$ cat config.mk
export PLATFORM = sky130hd
export DESIGN_NAME = blkxfer_seq
export DESIGN_NICKNAME = d
export VERILOG_FILES = /design/src/rtl/blkxfer_pkg.sv /design/src/rtl/blkxfer_pick.sv /design/src/rtl/blkxfer_addr.sv /design/src/rtl/blkxfer_seq.sv
export SDC_FILE = /design/constraint.sdc
export NUM_CORES = 1
export LEC_CHECK = 0
export CORE_MARGIN = 8
export CORE_UTILIZATION = 45
export CTS_CLUSTER_SIZE = 16
export DETAILED_ROUTE_END_ITERATION = 16
export PLACE_DENSITY = 0.95
export SYNTH_ARGS = -nofsm -noshare
export SYNTH_HDL_FRONTEND = slang
export SYNTH_SLANG_ARGS = --single-unit
export TNS_END_PERCENT = 100
$ cat constraint.sdc
create_clock -name clk -period 11.8 [get_ports clk]
set_clock_uncertainty 0.05 [all_clocks]
set_input_delay 3.54 -clock clk [delete_from_list [all_inputs] [get_ports clk]]
set_output_delay 3.54 -clock clk [all_outputs]
set_load 0.1 [all_outputs]
$ cat src/rtl/blkxfer_pkg.sv
package blkxfer_pkg;

    typedef struct packed {
        logic pre;
        logic up;
        logic usr;
        logic wb;
        logic load;
    } xfer_flags_t;

    typedef enum logic [1:0] {
        ST_IDLE = 2'd0,
        ST_RUN  = 2'd1,
        ST_FIN  = 2'd2
    } xfer_state_t;

    localparam int WORD_STEP = 4;
    localparam int PC_OFFSET = 8;

endpackage

$ cat src/rtl/blkxfer_pick.sv
module blkxfer_pick #(
    parameter int NREG = 16,
    localparam int IW = $clog2(NREG)
) (
    input  logic [NREG-1:0] mask,
    input  logic            up,
    output logic [IW-1:0]   idx
);
    logic [IW-1:0] lo_idx;
    logic [IW-1:0] hi_idx;

    always_comb begin
        lo_idx = '0;
        for (int i = NREG - 1; i >= 0; i--) begin
            if (mask[i]) lo_idx = IW'(i);
        end
    end

    always_comb begin
        hi_idx = '0;
        for (int i = 0; i < NREG; i++) begin
            if (mask[i]) hi_idx = IW'(i);
        end
    end

    assign idx = up ? lo_idx : hi_idx;
endmodule

$ cat src/rtl/blkxfer_addr.sv
module blkxfer_addr #(
    parameter int DW = 32
) (
    input  logic [DW-1:0] cur,
    input  logic          pre,
    input  logic          up,
    output logic [DW-1:0] acc,
    output logic [DW-1:0] nxt
);
    import blkxfer_pkg::*;
    localparam logic [DW-1:0] STEP = DW'(WORD_STEP);

    assign nxt = up ? cur + STEP : cur - STEP;
    assign acc = pre ? nxt : cur;
endmodule

$ cat src/rtl/blkxfer_seq.sv
module blkxfer_seq #(
    parameter int NREG = 16,
    parameter int DW   = 32,
    localparam int IW  = $clog2(NREG)
) (
    input  logic          clk,
    input  logic          rst,
    input  logic          start,
    input  logic [31:0]   instr,
    input  logic          flag_pre,
    input  logic          flag_up,
    input  logic          flag_usr,
    input  logic          flag_wb,
    input  logic          flag_load,
    input  logic [DW-1:0] base_val,
    output logic          busy,
    output logic          done,
    output logic          bus_valid,
    output logic          bus_we,
    output logic [DW-1:0] bus_addr,
    output logic [DW-1:0] bus_wdata,
    input  logic          bus_ready,
    input  logic [DW-1:0] bus_rdata,
    output logic [IW-1:0] rf_rd_idx,
    output logic          rf_rd_user,
    input  logic [DW-1:0] rf_rd_data,
    output logic          rf_wr_en,
    output logic [IW-1:0] rf_wr_idx,
    output logic          rf_wr_user,
    output logic [DW-1:0] rf_wr_data,
    output logic          psr_restore,
    output logic          wb_en,
    output logic [IW-1:0] wb_idx,
    output logic [DW-1:0] final_addr
);
    import blkxfer_pkg::*;

    localparam logic [IW-1:0]   PC_IDX  = IW'(NREG - 1);
    localparam logic [DW-1:0]   PC_ADD  = DW'(PC_OFFSET);
    localparam logic [DW-1:0]   ALIGN_M = ~DW'(WORD_STEP - 1);
    localparam int              BASE_LO = NREG;

    xfer_state_t   st_q;
    xfer_flags_t   fl_q;
    logic [NREG-1:0] left_q;
    logic [IW-1:0]   bidx_q;
    logic [DW-1:0]   addr_q;
    logic            pc_in_q;
    logic            base_in_q;

    logic [IW-1:0]   cur_idx;
    logic [DW-1:0]   acc_addr;
    logic [DW-1:0]   nxt_addr;
    logic            hs;
    logic            cur_is_pc;
    logic [NREG-1:0] left_nxt;

    logic [NREG-1:0] in_list;
    logic [IW-1:0]   in_bidx;
    assign in_list = instr[NREG-1:0];
    assign in_bidx = instr[BASE_LO+IW-1:BASE_LO];

    blkxfer_pick #(.NREG(NREG)) u_pick (
        .mask (left_q),
        .up   (fl_q.up),
        .idx  (cur_idx)
    );

    blkxfer_addr #(.DW(DW)) u_addr (
        .cur  (addr_q),
        .pre  (fl_q.pre),
        .up   (fl_q.up),
        .acc  (acc_addr),
        .nxt  (nxt_addr)
    );

    assign cur_is_pc = (cur_idx == PC_IDX);
    assign hs        = (st_q == ST_RUN) && bus_ready;
    assign left_nxt  = left_q & ~(NREG'(1) << cur_idx);

    // bus side
    assign bus_valid  = (st_q == ST_RUN);
    assign bus_we     = !fl_q.load;
    assign bus_addr   = acc_addr;
    assign rf_rd_idx  = cur_idx;
    assign rf_rd_user = fl_q.usr;
    assign bus_wdata  = cur_is_pc ? rf_rd_data + PC_ADD : rf_rd_data;

    // register-file write side
    assign rf_wr_en    = hs && fl_q.load;
    assign rf_wr_idx   = cur_idx;
    assign rf_wr_user  = fl_q.usr && !pc_in_q;
    assign rf_wr_data  = cur_is_pc ? (bus_rdata & ALIGN_M) : bus_rdata;
    assign psr_restore = hs && fl_q.load && fl_q.usr && pc_in_q && cur_is_pc;

    // completion
    assign busy       = (st_q != ST_IDLE);
    assign done       = (st_q == ST_FIN);
    assign wb_en      = done && fl_q.wb && !(fl_q.load && base_in_q);
    assign wb_idx     = bidx_q;
    assign final_addr = addr_q;

    always_ff @(posedge clk) begin
        if (rst) begin
            st_q      <= ST_IDLE;
            fl_q      <= '0;
            left_q    <= '0;
            bidx_q    <= '0;
            addr_q    <= '0;
            pc_in_q   <= 1'b0;
            base_in_q <= 1'b0;
        end else begin
            unique case (st_q)
                ST_IDLE: begin
                    if (start) begin
                        fl_q      <= '{pre: flag_pre, up: flag_up, usr: flag_usr,
                                       wb: flag_wb, load: flag_load};
                        left_q    <= in_list;
                        bidx_q    <= in_bidx;
                        addr_q    <= base_val;
                        pc_in_q   <= in_list[NREG-1];
                        base_in_q <= in_list[in_bidx];
                        st_q      <= (in_list == '0) ? ST_FIN : ST_RUN;
                    end
                end
                ST_RUN: begin
                    if (hs) begin
                        left_q <= left_nxt;
                        addr_q <= nxt_addr;
                        if (left_nxt == '0) st_q <= ST_FIN;
                    end
                end
                ST_FIN:  st_q <= ST_IDLE;
                default: st_q <= ST_IDLE;
            endcase
        end
    end
endmodule

==> results.cfg <==
[run_status]
status = finished clean

[worst_setup_path]
critPathLaunchType = primary input
crit_arrival_ns = 6.73
reg2regPathDepth = 12
critPathTopFamily = buffers and inverters
cp-end-kind = output pin
worstPathCellList = clkdlybuf4s50_1 > nand3_1 > nor2_1 > nand4_1 > nor3_1 > nand3_1 > xnor2_1 > clkdlybuf4s50_1
crit_buf_inv = 2
cp_max_fo = 4
cpPeakStageDelay_ns = 1.21
cp.required_ns = 8.21
rr_startpoint = fl_q[3]
critPathSlowestCell = clkdlybuf4s50_1
crit_type = in -> out
reg2reg_slack_ns = 8.13
worstReg2RegEnd = final_addr[31]

[logic_synthesis]
avgSynthCellArea_um2 = 7.35
ys_types = 73
ys.flop_type = dfxtp_1
ys_async_sr_fraction_pct = 0
synth.cell_area_um2 = 5840
synth_edf_count = 0
yosysTopAreaCellShare_pct = 20.9
seq_area_frac_synth_pct = 20.9
synth_top_family_by_area = compound AO/OA/AOI/OAI gates
synth-xor-area-share_pct = 8.54
synthSimpleGateAreaFrac_pct = 23.7
synthCells = 795
ys.warnings.count = 0
synth_compound_area_share_pct = 24.3
ys_ff_latch = 61
yosys-top-cells-area = dfxtp_1 (21%), nand2_1 (7.5%), xnor2_1 (6.6%)
yosysTopAreaCell = dfxtp_1
synth_fa_ha_area_share_pct = 6.55
synthMuxAreaShare_pct = 7.04
synthesis.nets = 962

[clock_network]
postCtsHoldBufs = 0
numCtsBuffers = 9
cts.sinks = 61
cts_tree = done
cts_max_level = 3
clkTransAtPathRegs_ns = 0.05
clockBufferDepth = 2
cts-root-buf = clkbuf_16
post_cts_resized = 0
clk-insertion-delay-late_ns = 0.33
post_cts.repair.setup_buffers = 0

[drt]
drc = 0
wirelength_mm = 21.4
vias = 6697
wl_per_cell_um = 19.1
antenna_left = 0
firstDrtPassIters = 5
drtIter0Drc = 656
post_drt_via_cell_ratio = 5.97

[floorplanning]
pin_count = 286
die_area_um2 = 16900
start_util_pct = 46.1
core_um2 = 12700
die_y_um = 130
fp-row-count = 41
die_w_um = 130

[worst_hold_path]
hold_class = reg -> reg
min_to = wb_idx[3]
hold_path_startpoint = wb_idx[3]
hold_depth = 2

[timing]
finalCriticalPeriod_ns = 10.32
fin_ws_ns = 1.48
worst_slew_pin_slew_ns = 1.17
slew_headroom_pct = 21.9
hold_viol = 0
rsz0062_at_grt = no
max_freq_mhz = 96.9
slew_viol_final = 0
setup_violations = 0
post-route-period-util_pct = 87.5
setup_tns_ns = 0

[pwr]
p_per_area_nw_per_um2 = 203
p_leak_nw = 3.10
ir_worst_vdd_uv = 155

[layout]
area_growth_pct = 38.0
antenna_cells = 0
drive_gt1_share_pct = 7.48
nets = 1111
layout_common_cells = clkdlybuf4s50_1 (206), nand2_1 (116), nor2_1 (81)
final_common_cell = clkdlybuf4s50_1

[global_route]
busiest_layer = met2
antenna_found_initial = 0
grt_pass1_wl_mm = 33.1
gr-total-overflow = 0
grt_pass1_vias = 6492
track_usage_pct = 24.5
use_met2_pct = 41.6
met3_usage_pct = 6.45
grt_max_degree = 59
met1_usage_pct = 27.8

[placed_design]
post-dp-hpwl_mm = 16.3
dp_slack_ns = 1.48
io_buffers = 207
gp_congestion = 0.982

[job]
cap_violations = 0
logic make-up (layout without fill, tap and decap cells):
logic type | Yosys count | in the layout
compound gates | 215 | 215
xor+xnor | 57 | 57
flops | 61 | 61
buf+inv | 99 | 253
fa+ha+maj | 30 | 30
mux | 32 | 32
simple gates | 301 | 301
sequential cells by signal, summed over array words and instances, names as in the netlist:
name / flops
wb_idx: 4
pc_in_q: 1
fl_q: 4
final_addr: 32
base_in_q: 1
left_q: 16
st_q: 2
rf_rd_user: 1
cell usage after synthesis (15+ instances only):
cell and number:
nand3_1 20, dfxtp_1 61, nor2_1 82, buf_4 39, xnor2_1 44, ha_1 29, clkbuf_1 29, inv_1 21
nand2_1 116, mux2_2 23, nor3_1 15, a21oi_1 70, o21ai_0 41
report_power, final:
part,switching [mW],internal [mW]
clock network,0.102,0.190
logic,0.772,0.310
registers,0.0331,0.230
total,0.907,0.731
tightest hold or removal path, delay by kind of cell (launching register included):
kind	cells	cell delay [ns]
AOI/OAI and AO/OA	1	0.05
and+or+nand+nor	1	0.05
DFF	1	0.30
metrics by stage:
step | hold WS (ns) | std cells | power [mW] | area, um^2 | util [%]
4_1_cts | 0.410 | 1121 | 1.63 | 8070 | 63.7
3_5_place_dp | 0.401 | 1105 | 1.33 | 7740 | 61.1
5_1_grt | 0.437 | 1121 | 1.71 | 8070 | 63.7
6_report | 0.406 | 1121 | 1.64 | 8070 | 63.7
3_3_place_gp | 0.392 | 1105 | 1.32 | 7740 | 61.1
2_1_floorplan | 0.387 | 795 | 1.14 | 5840 | -
how the worst max path moves through the flow:
| stage | from | to | slack, ns | cells after the start |
|---|---|---|---|---|
| 6_report | rf_rd_data[11] | bus_wdata[22] | 1.48 | 8 |
| 5_1_grt | rf_rd_data[6] | bus_wdata[29] | 1.33 | 9 |
| 4_1_cts | rf_rd_data[11] | bus_wdata[22] | 1.47 | 8 |
| 3_5_place_dp | rf_rd_data[11] | bus_wdata[22] | 1.48 | 8 |
| 3_3_place_gp | rf_rd_data[11] | bus_wdata[22] | 1.62 | 8 |
| 2_1_floorplan | rf_rd_data[19] | bus_wdata[29] | 2.08 | 6 |
final cells by class:
type | count | area (um^2)
well taps | 172 | 215
fillers | 1051 | 4610
repair buffers | 212 | 2100
flip-flops and latches | 61 | 1220
inverters | 25 | 93.8
clock buffers | 10 | 239
clock inverters | 6 | 86.3
multi-input cells | 635 | 4110
layer usage:
layer,routed length (um),vias to the layer above
li1,-,3138
met1,8120,3126
met2,10200,371
met3,2280,62
met4,834,0
met5,0,-
No activity file was read; power rests on OpenSTA's default activity.
